[config.mk]
export PLATFORM = sky130hd
export DESIGN_NAME = evgen_ctrl
export DESIGN_NICKNAME = d
export VERILOG_FILES = /design/src/rtl/evgen_pkg.sv /design/src/rtl/evgen_trk.sv /design/src/rtl/evgen_rejcnt.sv /design/src/rtl/evgen_seq.sv /design/src/rtl/evgen_ctrl.sv
export SDC_FILE = /design/constraint.sdc
export NUM_CORES = 1
export LEC_CHECK = 0
export ABC_AREA = 1
export CAP_MARGIN = 20
export CELL_PAD_IN_SITES_DETAIL_PLACEMENT = 1
export CELL_PAD_IN_SITES_GLOBAL_PLACEMENT = 1
export CORE_ASPECT_RATIO = 2
export CORE_UTILIZATION = 30
export DETAILED_ROUTE_END_ITERATION = 8
export GPL_TIMING_DRIVEN = 0
export HOLD_SLACK_MARGIN = 0.15
export PLACE_DENSITY_LB_ADDON = 0.08
export SYNTH_ARGS = -nofsm -noshare
export SYNTH_HDL_FRONTEND = slang
export SYNTH_SLANG_ARGS = --single-unit
[constraint.sdc]
create_clock -name clk -period 3.3 [get_ports clk]
set_input_delay 0.825 -clock clk [delete_from_list [all_inputs] [get_ports clk]]
set_output_delay 0.825 -clock clk [all_outputs]
set_load 0.02 [all_outputs]
[src/rtl/evgen_pkg.sv]
package evgen_pkg;

    localparam int EVT_NUM_W  = 12;
    localparam int EVT_TYPE_W = 4;
    localparam int EVT_WORD_W = EVT_NUM_W + EVT_TYPE_W;

    localparam logic [EVT_TYPE_W-1:0] TYPE_SYNC = '1;

    typedef enum logic [1:0] {
        ST_IDLE,
        ST_BUMP,
        ST_SEND,
        ST_HAND
    } seq_state_e;

    typedef enum logic [1:0] {
        TRK_IDLE,
        TRK_WAIT_HI,
        TRK_WAIT_LO,
        TRK_DONE
    } trk_phase_e;

endpackage

[src/rtl/evgen_trk.sv]
module evgen_trk
    import evgen_pkg::*;
(
    input  logic clk,
    input  logic rst,
    input  logic arm,
    input  logic masked,
    input  logic busy_in,
    output logic done
);

    typedef struct packed {
        trk_phase_e phase;
    } trk_regs_t;

    trk_regs_t q, d;

    always_comb begin
        d = q;
        if (arm) begin
            d.phase = masked ? TRK_DONE : TRK_WAIT_HI;
        end else begin
            unique case (q.phase)
                TRK_WAIT_HI: if (busy_in)  d.phase = TRK_WAIT_LO;
                TRK_WAIT_LO: if (!busy_in) d.phase = TRK_DONE;
                default:     d.phase = q.phase;
            endcase
        end
    end

    always_ff @(posedge clk) begin
        if (rst) q <= '{phase: TRK_IDLE};
        else     q <= d;
    end

    assign done = (q.phase == TRK_DONE);

    // a masked controller is complete right after arming
    a_r8_masked_done: assert property (@(posedge clk) disable iff (rst)
        (arm && masked) |=> done);

    // completion is kept until the next arming
    a_r7_done_held: assert property (@(posedge clk) disable iff (rst)
        (done && !arm) |=> done);

endmodule

[src/rtl/evgen_rejcnt.sv]
module evgen_rejcnt #(
    parameter int REJ_W = 16
) (
    input  logic             clk,
    input  logic             rst,
    input  logic             hit,
    output logic [REJ_W-1:0] count
);

    localparam logic [REJ_W-1:0] CNT_MAX = '1;

    logic [REJ_W-1:0] cnt_d, cnt_q;

    always_comb begin
        cnt_d = cnt_q;
        if (hit && (cnt_q != CNT_MAX)) cnt_d = cnt_q + 1'b1;
    end

    always_ff @(posedge clk) begin
        if (rst) cnt_q <= '0;
        else     cnt_q <= cnt_d;
    end

    assign count = cnt_q;

    a_r9_saturated: assert property (@(posedge clk) disable iff (rst)
        (count == CNT_MAX) |=> (count == CNT_MAX));

    a_r9_idle_no_change: assert property (@(posedge clk) disable iff (rst)
        !hit |=> $stable(count));

endmodule

[src/rtl/evgen_seq.sv]
module evgen_seq
    import evgen_pkg::*;
#(
    parameter int TMO_W  = 16,
    parameter int SYNC_W = 4
) (
    input  logic                  clk,
    input  logic                  rst,
    input  logic                  l1_trig,
    input  logic [EVT_TYPE_W-1:0] spec_bits,
    input  logic                  sync_req,
    input  logic [SYNC_W-1:0]     sync_count,
    input  logic [TMO_W-1:0]      timeout_cycles,
    input  logic                  all_done,
    output logic [EVT_WORD_W-1:0] evt_word,
    output logic                  evt_strobe,
    output logic                  gen_busy,
    output logic                  timeout_err,
    output logic                  arm,
    output logic                  reject
);

    typedef struct packed {
        seq_state_e            state;
        logic [EVT_NUM_W-1:0]  num;
        logic [EVT_TYPE_W-1:0] typ;
        logic [SYNC_W-1:0]     left;
        logic                  busy;
        logic                  strobe;
        logic [TMO_W-1:0]      tmo;
        logic                  err;
    } seq_regs_t;

    localparam seq_regs_t SEQ_RST = '{
        state:  ST_IDLE,
        num:    '0,
        typ:    '0,
        left:   '0,
        busy:   1'b0,
        strobe: 1'b0,
        tmo:    '0,
        err:    1'b0
    };

    seq_regs_t q, d;
    logic      sync_go;
    logic      tmo_on;
    logic      tmo_hit;

    assign sync_go = sync_req && (sync_count != '0);
    assign tmo_on  = (timeout_cycles != '0);
    assign tmo_hit = tmo_on && (q.tmo == timeout_cycles - 1'b1);

    always_comb begin
        d        = q;
        d.strobe = 1'b0;
        reject   = 1'b0;
        unique case (q.state)
            ST_IDLE: begin
                if (sync_go) begin
                    d.busy  = 1'b1;
                    d.typ   = TYPE_SYNC;
                    d.left  = sync_count - 1'b1;
                    d.state = ST_BUMP;
                    reject  = l1_trig;
                end else if (l1_trig) begin
                    d.busy  = 1'b1;
                    d.typ   = spec_bits;
                    d.left  = '0;
                    d.state = ST_BUMP;
                end
            end
            ST_BUMP: begin
                reject  = l1_trig;
                d.num   = q.num + 1'b1;
                d.state = ST_SEND;
            end
            ST_SEND: begin
                reject   = l1_trig;
                d.strobe = 1'b1;
                d.tmo    = '0;
                d.state  = ST_HAND;
            end
            ST_HAND: begin
                reject = l1_trig;
                if (all_done && !q.strobe) begin
                    if (q.left != '0) begin
                        d.left  = q.left - 1'b1;
                        d.state = ST_BUMP;
                    end else begin
                        d.busy  = 1'b0;
                        d.state = ST_IDLE;
                    end
                end else if (tmo_hit) begin
                    d.err   = 1'b1;
                    d.busy  = 1'b0;
                    d.left  = '0;
                    d.state = ST_IDLE;
                end else begin
                    d.tmo = q.tmo + 1'b1;
                end
            end
            default: d = SEQ_RST;
        endcase
    end

    always_ff @(posedge clk) begin
        if (rst) q <= SEQ_RST;
        else     q <= d;
    end

    assign evt_word    = {q.typ, q.num};
    assign evt_strobe  = q.strobe;
    assign gen_busy    = q.busy;
    assign timeout_err = q.err;
    assign arm         = q.strobe;

    a_r2_strobe_in_busy: assert property (@(posedge clk) disable iff (rst)
        evt_strobe |-> gen_busy);

    a_r3_strobe_single: assert property (@(posedge clk) disable iff (rst)
        evt_strobe |=> !evt_strobe);

    a_r3_word_before: assert property (@(posedge clk) disable iff (rst)
        evt_strobe |-> $stable(evt_word));

    a_r3_word_after: assert property (@(posedge clk) disable iff (rst)
        evt_strobe |=> $stable(evt_word));

    // busy is released only after the trackers report completion, or on timeout
    a_r7_release_gate: assert property (@(posedge clk) disable iff (rst)
        $fell(gen_busy) |-> ($past(all_done) || timeout_err));

    a_r10_err_sticky: assert property (@(posedge clk) disable iff (rst)
        timeout_err |=> timeout_err);

endmodule

[src/rtl/evgen_ctrl.sv]
module evgen_ctrl
    import evgen_pkg::*;
#(
    parameter int NUM_RDO = 3,
    parameter int TMO_W   = 16,
    parameter int REJ_W   = 16,
    parameter int SYNC_W  = 4
) (
    input  logic                  clk,
    input  logic                  rst,
    input  logic                  l1_trig,
    input  logic [EVT_TYPE_W-1:0] spec_bits,
    input  logic                  sync_req,
    input  logic [SYNC_W-1:0]     sync_count,
    input  logic [NUM_RDO-1:0]    rdo_busy,
    input  logic [NUM_RDO-1:0]    rdo_mask,
    input  logic [TMO_W-1:0]      timeout_cycles,
    output logic [EVT_WORD_W-1:0] evt_word,
    output logic                  evt_strobe,
    output logic                  gen_busy,
    output logic                  timeout_err,
    output logic [REJ_W-1:0]      rej_count
);

    logic [NUM_RDO-1:0] trk_done;
    logic               all_done;
    logic               arm;
    logic               reject;

    assign all_done = &trk_done;

    evgen_seq #(
        .TMO_W  (TMO_W),
        .SYNC_W (SYNC_W)
    ) i_seq (
        .clk            (clk),
        .rst            (rst),
        .l1_trig        (l1_trig),
        .spec_bits      (spec_bits),
        .sync_req       (sync_req),
        .sync_count     (sync_count),
        .timeout_cycles (timeout_cycles),
        .all_done       (all_done),
        .evt_word       (evt_word),
        .evt_strobe     (evt_strobe),
        .gen_busy       (gen_busy),
        .timeout_err    (timeout_err),
        .arm            (arm),
        .reject         (reject)
    );

    for (genvar g = 0; g < NUM_RDO; g++) begin : g_trk
        evgen_trk i_trk (
            .clk     (clk),
            .rst     (rst),
            .arm     (arm),
            .masked  (rdo_mask[g]),
            .busy_in (rdo_busy[g]),
            .done    (trk_done[g])
        );
    end

    evgen_rejcnt #(
        .REJ_W (REJ_W)
    ) i_rejcnt (
        .clk   (clk),
        .rst   (rst),
        .hit   (reject),
        .count (rej_count)
    );

    // a rejected trigger never issues an event in the following cycle
    a_r9_reject_no_start: assert property (@(posedge clk) disable iff (rst)
        (l1_trig && gen_busy) |=> $stable(evt_word[EVT_NUM_W-1:0]) || evt_strobe || gen_busy);

endmodule

==> summary.md <==
| Metric | Value |
|---|---|
| Post-synthesis sequential area ratio | `30.3%` |
| FF+latch count, synth | `63` |
| I/O pin count | `69` |
| Final setup violation count | `0` |
| Largest net degree at the start of global routing | `12` |
| Leading area contributor after synthesis | `dfxtp_1` |
| Internal reg-to-reg setup slack | `1.05 ns` |
| Die extent in y | `approximately 170 um` |
| Clock root buffer | `clkbuf_16` |
| RSZ-0062 raised after global routing | `false` |
| Post-Syn Area | `between 4000 and 5000 um^2` |
| Max transition margin | `between 50 and 60%` |
| Util after Layout | `about 40%` |
| Post-synth EDFFs | `0` |
| Drt drc | `0` |
| Worst min path class | `register to register` |
| Share of layout cells above drive strength 1 | `9.60%` |
| Status | `completed` |
| Wirelength per Cell | `15.7 um` |
| Worst vdd ir | `roughly 0.00041 V` |
| Clk_lat worst skew | `approximately 0.33 ns` |
| Asr flop ratio synth | `0%` |
| Drt pass-1 iters | `4` |
| Count leader, synth | `nand2_1` |
| Post-Place Worst Slack | `-0.156 ns` |
| Antenna-violating nets left | `0` |
| Num rows | `60` |
| Core Box Area | `between 10000 and 15000 um^2` |
| Number of buffers added on ports | `67` |
| Die W | `85.3 um` |
| Cells on Worst Hold Path | `2` |
| Crit. End Element | `register` |
| CTS H-tree lvls | `3` |
| Worst R2R Start | `i_seq.q[39]$_SDFFE_PP0P_` |
| CTS clk-pin slew, worst paths | `about 0.050 ns` |
| Vias in the first global route | `4750` |
| Reg2Reg Depth | `10` |
| Leakage | `around 0.0022 uW` |
| Worst Tran Pin Value | `0.685 ns` |
| CTS max path bufs | `2` |
| # fillers | `1758` |
| Hold Startpoint | `i_seq.timeout_err$_SDFFE_PP0P_` |
| Area growth syn-to-layout | `29.0%` |
| Max-cap violations | `0` |
| CP Launch Type | `primary input` |
| Post-DP HPWL | `about 11000 um` |
| Warnings from Yosys | `0` |
| Power density cells | `about 560 nW/um^2` |
| Fin. max-slew vios | `0` |
| CP arrival | `between 3 and 4 ns` |
| Routed WL | `roughly 14000 um` |
| CP required | `about 3.5 ns` |
| Crit Path Class | `primary input to register` |
| Initial antenna violation count | `0` |
| Worst Clk Skew | `between 0.007 and 0.008 ns` |
| Multi-input logic area | `roughly 2400 um^2` |
| Starting Density | `30.8%` |
| First DRT Iteration DRCs | `77` |
| CTS tree | `yes` |
| Hold path endpoint | `i_seq.timeout_err$_SDFFE_PP0P_` |
| Synth cell count leaders | `140 x nand2_1, 77 x nor2_1, 73 x inv_1` |
| Crit path max fanout | `10` |
| Fmax | `about 330 MHz` |
| Syn avg cell area | `6.54 um^2` |
| # hold bufs at CTS | `0` |
| Reg2reg end | `i_rejcnt.count[15]$_SDFFE_PP0P_` |
| Syn Nets | `683` |
| CTS Buf Count | `9` |
| GPL Wtd Cong | `around 0.87` |
| Reg area | `around 1300 um^2` |
| Synth area leaders | `dfxtp_1 30%, nand2_1 13%, nor2_1 6.9%` |
| Congestion Overflow GR | `0` |
| Clock Sink Count | `63` |
| Top-area cell type share of the netlist area | `between 30% and 40%` |
| Most used DFF post-synth | `dfxtp_1` |
| Yosys cell types | `38` |
| Via density | `about 4.9` |
| Antenna cell count | `0` |
| GRT Util Overall | `between 20 and 25%` |
| Gate Count Post-Synth | `~640` |
| Tmin final | `slightly above 3 ns` |
| Setup WS post-layout | `about 0.24 ns` |
| Setup TNS | `0 ns` |
| Period utilization | `about 90%` |
| Die area | `14400 um^2` |
| # nets final | `~760` |
| Vias | `4324` |
| First-pass GRT wire length | `around 22000 um` |
| Final hold vios | `0` |
[worst max-delay path, stage by stage]
cell and delay, ns:
clkdlybuf4s50_1 0.51, inv_1 0.12, ha_1 0.33, inv_1 0.06, nand2_1 0.04, nand2_1 0.06, nand2_1 0.04, nor2_1 0.23
nand2_1 0.08, nor2_1 0.11, nand4_1 0.18, o21bai_4 0.19, nand2_1 0.09, buf_2 0.21, nand2_1 0.09, a21oi_1 0.06
[flip-flops by register name (all words and copies together) (netlist names)]
| name | flops |
|---|---|
| i_seq.arm | 1 |
| i_seq.timeout_err | 1 |
| i_seq.evt_word | 16 |
| i_rejcnt.count | 16 |
| i_seq.q | 22 |
| i_seq.gen_busy | 1 |
| g_trk.i_trk.q | 6 |
[final cells by class]
cell class	count	share of cell area [%]
inverter	75	5.25
tap	155	3.61
clock inverter	5	1.49
clock buffer	11	4.71
multi-input combinational	465	44.9
buffer	33	4.03
sequential	63	23.5
timing repair buffer	67	12.5
[worst max-delay path by stage]
stage,start,to,slack (ns)
2_1_floorplan,timeout_cycles[0],i_seq.q[4]$_SDFFE_PP0P_,0.88
3_3_place_gp,timeout_cycles[0],i_seq.q[13]$_SDFFE_PP0P_,-0.09
3_5_place_dp,timeout_cycles[0],i_seq.gen_busy$_SDFFE_PP0P_,-0.16
4_1_cts,timeout_cycles[0],i_seq.q[21]$_SDFFE_PP0P_,0.18
5_1_grt,timeout_cycles[0],i_seq.q[21]$_SDFFE_PP0P_,0.001
6_report,timeout_cycles[0],i_seq.q[15]$_SDFFE_PP0P_,0.24
[layout by cell type, fill, tap and decap left out, types with 2 or more instances in the layout]
cell type / instances
nand2_2: 6
nand3_1: 45
inv_1: 73
nor2_4: 5
dfxtp_1: 63
xor2_1: 14
buf_6: 3
clkinvlp_4: 2
a31oi_1: 2
clkbuf_2: 3
nand4_1: 9
o21ai_1: 2
o21ai_0: 25
a311oi_1: 2
clkbuf_1: 8
buf_2: 2
clkdlybuf4s50_1: 67
ha_1: 13
a22oi_1: 2
nand3_2: 2
nor2_2: 10
nand3b_1: 4
clkbuf_8: 2
inv_2: 2
nand2_1: 139
nor3b_1: 3
nor3_1: 24
nor2_1: 75
bufinv_16: 2
buf_4: 17
a21oi_1: 54
nor4_1: 8
and3_1: 3
xnor2_1: 10
clkbuf_16: 9
[logic make-up after synthesis]
kind of cell / count (synthesis) / synth area share [%]
fa+ha+maj: 13 / 3.91
simple gates: 336 / 36.8
flops: 63 / 30.3
xor+xnor: 24 / 5.05
buf+inv: 108 / 12.0
compound gates: 92 / 12.0
[layer usage]
metal | vias to the layer above | track usage [%] | wire (um)
met5 | - | 0 | 0
met4 | 0 | 9.06 | 454
met1 | 2033 | 17.7 | 4690
li1 | 2198 | - | -
met3 | 25 | 1.95 | 279
met2 | 68 | 43.0 | 8260
[through the flow]
stage	hold WS [ns]	instances	area, um^2	power [uW]
floorplan	0.444	636	4160	1610
global placement	0.454	858	5020	1920
detailed placement	0.470	858	5020	1950
CTS	0.482	874	5360	3040
global route	0.491	874	5370	3180
finish	0.470	874	5370	3000
[report_power, final]
part           switching [uW]  internal, uW  total (uW)
Sequential               84.1           859         943
Clock                     368           701        1070
Combinational             591           393         984
[what timing repair did]
item	CTS	global route
resized for setup	0	3
buffers inserted	0	0
setup endpoints to repair	0	1
(Power assumes the default switching activity.)
